$ cat config.mk
export PLATFORM = sky130hd
export DESIGN_NAME = cal_tag_filter
export DESIGN_NICKNAME = d
export VERILOG_FILES = /design/src/rtl/cal_filter_pkg.sv /design/src/rtl/seen_pos_cam.sv /design/src/rtl/filt_out_stage.sv /design/src/rtl/cal_tag_filter.sv
export SDC_FILE = /design/constraint.sdc
export NUM_CORES = 1
export LEC_CHECK = 0
export ABC_AREA = 1
export BUFFER_PORTS_ARGS = -buffer_cell sky130_fd_sc_hd__buf_2
export CORE_ASPECT_RATIO = 0.7
export CORE_MARGIN = 5
export CORE_UTILIZATION = 45
export CTS_BUF_LIST = sky130_fd_sc_hd__clkbuf_4 sky130_fd_sc_hd__clkbuf_8 sky130_fd_sc_hd__clkbuf_16
export DETAILED_ROUTE_END_ITERATION = 7
export HOLD_SLACK_MARGIN = 0.15
export SETUP_SLACK_MARGIN = 0.02
export SLEW_MARGIN = 15
export SYNTH_ARGS = -nofsm -noshare
export SYNTH_HDL_FRONTEND = slang
export SYNTH_SLANG_ARGS = --single-unit
$ cat constraint.sdc
create_clock -name clk -period 7.36 [get_ports clk]
set_input_delay 1.472 -clock clk [delete_from_list [all_inputs] [get_ports clk]]
set_output_delay 1.472 -clock clk [all_outputs]
set_load 0.05 [all_outputs]
$ cat src/rtl/cal_filter_pkg.sv
package cal_filter_pkg;
  localparam int unsigned TAG_W_DEF      = 16;
  localparam int unsigned POS_W_DEF      = 24;
  localparam int unsigned SEEN_DEPTH_DEF = 32;
endpackage

$ cat src/rtl/seen_pos_cam.sv
module seen_pos_cam #(
  parameter int unsigned POS_W = 24,
  parameter int unsigned DEPTH = 32,
  localparam int unsigned CNT_W = $clog2(DEPTH + 1)
) (
  input  logic             clk,
  input  logic             rst_n,
  input  logic             clr,
  input  logic             ins,
  input  logic [POS_W-1:0] key_pos,
  output logic             hit,
  output logic             full,
  output logic [CNT_W-1:0] fill
);
  logic [CNT_W-1:0] cnt_q, cnt_d;
  logic [DEPTH-1:0] match_vec;

  assign full = (cnt_q == CNT_W'(DEPTH));
  assign fill = cnt_q;
  assign hit  = |match_vec;

  // Slots fill in order and are only freed all at once, so slot i is live when i < cnt.
  for (genvar i = 0; i < DEPTH; i++) begin : g_slot
    logic [POS_W-1:0] pos_q;
    logic             wr_en;
    assign wr_en        = ins && !full && (cnt_q == CNT_W'(i));
    assign match_vec[i] = (CNT_W'(i) < cnt_q) && (pos_q == key_pos);
    always_ff @(posedge clk) begin
      if (wr_en) pos_q <= key_pos;
    end
  end

  always_comb begin
    cnt_d = cnt_q;
    if (clr)                cnt_d = '0;
    else if (ins && !full)  cnt_d = cnt_q + 1'b1;
  end

  always_ff @(posedge clk or negedge rst_n) begin
    if (!rst_n) cnt_q <= '0;
    else        cnt_q <= cnt_d;
  end

  AST_FILL_LIMIT: assert property (@(posedge clk) disable iff (!rst_n)
    cnt_q <= CNT_W'(DEPTH));
  AST_FULL_NO_GROW: assert property (@(posedge clk) disable iff (!rst_n)
    (full && !clr) |=> full);
endmodule

$ cat src/rtl/filt_out_stage.sv
module filt_out_stage #(
  parameter int unsigned POS_W = 24
) (
  input  logic             clk,
  input  logic             rst_n,
  input  logic             load,
  input  logic             ld_fence,
  input  logic [POS_W-1:0] ld_pos,
  input  logic             out_ready,
  output logic             can_take,
  output logic             out_valid,
  output logic             out_fence,
  output logic [POS_W-1:0] out_pos
);
  logic             vld_q, vld_d;
  logic             fen_q, fen_d;
  logic [POS_W-1:0] pos_q, pos_d;
  logic             data_en;

  assign can_take  = !vld_q || out_ready;
  assign out_valid = vld_q;
  assign out_fence = fen_q;
  assign out_pos   = pos_q;
  assign data_en   = load && can_take;

  always_comb begin
    vld_d = vld_q;
    fen_d = fen_q;
    pos_d = pos_q;
    if (vld_q && out_ready) vld_d = 1'b0;
    if (data_en) begin
      vld_d = 1'b1;
      fen_d = ld_fence;
      pos_d = ld_fence ? '0 : ld_pos;
    end
  end

  always_ff @(posedge clk or negedge rst_n) begin
    if (!rst_n) begin
      vld_q <= 1'b0;
      fen_q <= 1'b0;
      pos_q <= '0;
    end else begin
      vld_q <= vld_d;
      if (data_en) begin
        fen_q <= fen_d;
        pos_q <= pos_d;
      end
    end
  end

  AST_OUT_HOLD: assert property (@(posedge clk) disable iff (!rst_n)
    (vld_q && !out_ready) |=> (vld_q && $stable(pos_q) && $stable(fen_q)));
  AST_FENCE_POS_ZERO: assert property (@(posedge clk) disable iff (!rst_n)
    (vld_q && fen_q) |-> (pos_q == '0));
endmodule

$ cat src/rtl/cal_tag_filter.sv
module cal_tag_filter
  import cal_filter_pkg::*;
#(
  parameter int unsigned TAG_W      = TAG_W_DEF,
  parameter int unsigned POS_W      = POS_W_DEF,
  parameter int unsigned SEEN_DEPTH = SEEN_DEPTH_DEF,
  localparam int unsigned CNT_W     = $clog2(SEEN_DEPTH + 1)
) (
  input  logic             clk,
  input  logic             rst_n,
  input  logic             in_valid,
  output logic             in_ready,
  input  logic             in_fence,
  input  logic [TAG_W-1:0] in_tag,
  input  logic [TAG_W-1:0] in_key,
  input  logic [POS_W-1:0] in_pos,
  output logic             out_valid,
  input  logic             out_ready,
  output logic             out_fence,
  output logic [POS_W-1:0] out_pos,
  output logic             ovf_flag
);
  logic             accept, tag_ok, seen_hit, seen_full;
  logic             new_pos, fwd, fence_acc;
  logic [CNT_W-1:0] seen_fill;
  logic             ovf_q, ovf_d;

  assign accept    = in_valid && in_ready;
  assign fence_acc = accept && in_fence;
  assign tag_ok    = (in_tag == in_key);
  assign new_pos   = accept && !in_fence && tag_ok && !seen_hit;
  assign fwd       = fence_acc || new_pos;

  seen_pos_cam #(.POS_W(POS_W), .DEPTH(SEEN_DEPTH)) u_seen (
    .clk     (clk),
    .rst_n   (rst_n),
    .clr     (fence_acc),
    .ins     (new_pos),
    .key_pos (in_pos),
    .hit     (seen_hit),
    .full    (seen_full),
    .fill    (seen_fill)
  );

  filt_out_stage #(.POS_W(POS_W)) u_out (
    .clk       (clk),
    .rst_n     (rst_n),
    .load      (fwd),
    .ld_fence  (in_fence),
    .ld_pos    (in_pos),
    .out_ready (out_ready),
    .can_take  (in_ready),
    .out_valid (out_valid),
    .out_fence (out_fence),
    .out_pos   (out_pos)
  );

  always_comb begin
    ovf_d = ovf_q;
    if (new_pos && seen_full) ovf_d = 1'b1;
  end

  always_ff @(posedge clk or negedge rst_n) begin
    if (!rst_n) ovf_q <= 1'b0;
    else        ovf_q <= ovf_d;
  end

  assign ovf_flag = ovf_q;

  AST_TAG_MISS_DROP: assert property (@(posedge clk) disable iff (!rst_n)
    (accept && !in_fence && !tag_ok) |=> !out_valid);
  AST_DUP_DROP: assert property (@(posedge clk) disable iff (!rst_n)
    (accept && !in_fence && seen_hit) |=> !out_valid);
  AST_NEW_FWD: assert property (@(posedge clk) disable iff (!rst_n)
    new_pos |=> (out_valid && !out_fence && out_pos == $past(in_pos)));
  AST_FENCE_CLEAR: assert property (@(posedge clk) disable iff (!rst_n)
    fence_acc |=> (seen_fill == '0 && out_valid && out_fence));
  AST_OVF_STICKY: assert property (@(posedge clk) disable iff (!rst_n)
    ovf_q |=> ovf_q);
  AST_STALL_BLOCKS: assert property (@(posedge clk) disable iff (!rst_n)
    (out_valid && !out_ready) |-> !in_ready);
endmodule

==> results.txt <==
run status = finished, final reports clean
Synth Net Count = 4,578
worst-path maximum fanout = 24
total CTS buffers = 81
clk_skew = 0.0317 ns
Buffers & Inverters on Critical Path = 3
Die ar. = 99,100 sq um
Crit path max-delay family = simple AND/OR/NAND/NOR gates
post-synthesis instance area = 41,800 sq um
Post-route DRC = 0
Cell Pwr Density = 215 nW/um^2
largest net degree at the start of global routing = 70
Adder-Cell Fraction of Synth Area = 0.120%
antenna-violating nets left = 0
FF-to-FF setup slack = 2.20 ns
compound-gate portion of the synthesized area = 0.947%
Slowest-stage cell, CP = nor2_2
Post-Synth Simple-Gate Area = 24.4%
Port Buffers = 88
initial antenna violation count = 5
Final Critical Period = 5.16 ns
Period Utilization, post-route = 70.1%
worst vdd ir = 0.000172 V
slowest cell delay on critical path = 0.72 ns
crit end category = register
vias in the first global route = 28,484
Relative slew margins = 13.9%
Post-Route Setup TNS = 0 ns
row cnt = 93
most common cell after layout, fill and taps aside = nand2_1
HPWL after DPL = 89.2 mm
post-synthesis mux area share = 0%
post-CTS setup buffer count = 0
Skew-Pair Late Insertion Delay = 0.70 ns
Warnings, synthesis = 0
final hold violation count = 0
required time of the critical path = 7.67 ns
Final Setup Violations = 0
nets = 4,718
Yosys top cell area share = 55.2%
number of H-tree levels = 3
sequential fraction of the synthesis area = 57.2%
Post-Syn Instances = 4,513
area leader, netlist = edfxtp_1
worst-margin pin slew = 1.29 ns
post-DR vias/cell = 5.25
PostCTS Resize Cnt = 0
Top Ports = 89
max cap viols = 0
P&R area growth vs syn = 12.0%
DRT Wirelength = 136 mm
Hold Buf Count CTS = 0
detailed-route wire length per cell = 22.7 um
dpl ws = 1.21 ns
Final Util = 50.8%
Pins Over Slew Limit = 0
Hold Slack = 0.480 ns
fmax = 194 MHz
Worst setup SP type = register
clk slew on worst S/H paths = 0.06 ns
Synth Area in XOR/XNOR = 11.9%
Final WS setup = 2.20 ns
first-pass GRT wire length = 195 mm
grt total ovfl = 0
core area = 92,000 sq um
via count = 31,302
Synth Register Bits = 801
crit path cell chain = inv_2, nand2_1, nor2_2, inv_1, nand2_1, nand3b_1, nor2_1, nand2_1, nand2_1, nor2_1, nand3_1, nor2_4, nand2_4, inv_2, nand2_2, nor2_4
main area contributors after synthesis = edfxtp_1, nand2_1, xnor2_1, nor2_1, xor2_1
Pleak = 18.6 nW
clock sink count = 801
unrepaired setup endpoints after global routing = false
RePlAce Congestion = 0.958
Crit path top cell by count = nand2_1
average size of a mapped cell = 9.26 sq um
drt initial violations = 3,494
main combinational cell family by area after synthesis = simple AND/OR/NAND/NOR gates
CTS tree = yes
share of post-route cells with drive strength above 1 = 8.07%
Die X = 374 um
Synth cell types = 35
root buffer cell = clkbuf_16
Initial Utilization = 45.4%
Die Y = 265 um
Pre-antenna DRT Iters = 6
gr usage total = 26.8%
kind of critical path = reg2reg
clk buf depth = 3
worst min path class = reg2reg
Arrival @ worst endpoint = 5.47 ns
commonest non-fill, non-tap cells in the layout = nand2_1, edfxtp_1, nor2_1, inv_1, xnor2_1
cells in the mapped netlist, drive strengths merged:
cell and n:
and3 1, nand4 80, nor4 1, nand3b 21, a21oi 13, xor2 202
nor2 740, nand2 1395, and2 7, nor3b 4, nor3 55, nand3 151
o21ai 59, or2 23, edfxtp 768, xnor2 367, nand2b 8, nor2b 29
ha 4, clkbuf 4, inv 417, buf 124, dfrtp 33, o22ai 2
o21bai 1, clkinv 2, o21a 2
through the flow:
| stage | cell area (sq um) | std cells | power, mW |
|---|---|---|---|
| finish | 46800 | 5962 | 10.1 |
| global route | 46800 | 5955 | 10.4 |
| CTS | 46800 | 5955 | 10.1 |
| detailed placement | 44100 | 5805 | 5.89 |
| global placement | 44100 | 5805 | 5.89 |
| floorplan | 41800 | 4513 | 5.54 |
layout make-up:
type | instances | area (sq um)
Clock buffer | 95 | 2180
Tap cell | 1235 | 1550
Timing Repair Buffer | 185 | 1330
Clock inverter | 55 | 515
Inverter | 419 | 1570
Multi-Input combinational cell | 3165 | 15700
Antenna cell | 7 | 17.5
Sequential cell | 801 | 23900
Fill cell | 8423 | 45300
sequential cells by signal, indices dropped and copies added, names as in the netlist:
register,count
ovf_flag,1
u_out.out_fence,1
u_out.out_pos,24
u_out.out_valid,1
u_seen.fill,6
u_seen.g_slot.pos_q,768
logic make-up (layout without fill, tap and decap cells):
family,Yosys count,in the layout
fa+ha+maj,4,4
flops,801,801
compound gates,77,77
other cells,0,7
xor+xnor,569,569
buf+inv,547,754
simple gates,2515,2515
worst paths after layout:
check | cells after the start | endpoint | startpoint
min in group asynchronous | 1 | u_out.out_pos[9]$_DFFE_PN0P_ | rst_n
max in group asynchronous | 1 | u_seen.fill[1]$_DFFE_PN0P_ | rst_n
worst max register to register | 16 | u_seen.g_slot[2].pos_q[2]$_DFFE_PP_ | u_seen.fill[5]$_DFFE_PN0P_
worst min register to register | 2 | u_out.out_pos[0]$_DFFE_PN0P_ | u_out.out_pos[0]$_DFFE_PN0P_
worst max-delay path | 16 | u_seen.g_slot[2].pos_q[2]$_DFFE_PP_ | u_seen.fill[5]$_DFFE_PN0P_
worst min-delay path | 2 | u_out.out_pos[0]$_DFFE_PN0P_ | u_out.out_pos[0]$_DFFE_PN0P_
power breakdown:
| part | internal, mW | leakage (nW) | switching [mW] |
|---|---|---|---|
| clock | 2.41 | 1.33 | 1.86 |
| combinational | 0.225 | 9.92 | 0.588 |
| sequential | 4.99 | 7.35 | 0.000302 |
| total | 7.63 | 18.6 | 2.45 |
per-layer routing:
metal,vias to the layer above,track usage (%),share of wire [%]
li1,14702,-,-
met1,14953,41.7,48
met2,1495,38.6,41
met3,152,5.45,9.6
met4,0,5.83,1.9
met5,-,0,0
worst min-delay path: stages, from the launching register on:
cell and delay, ns:
dfrtp_1 0.34, nand2_1 0.05, o21ai_0 0.05
Power figures use the tool's default switching activity.
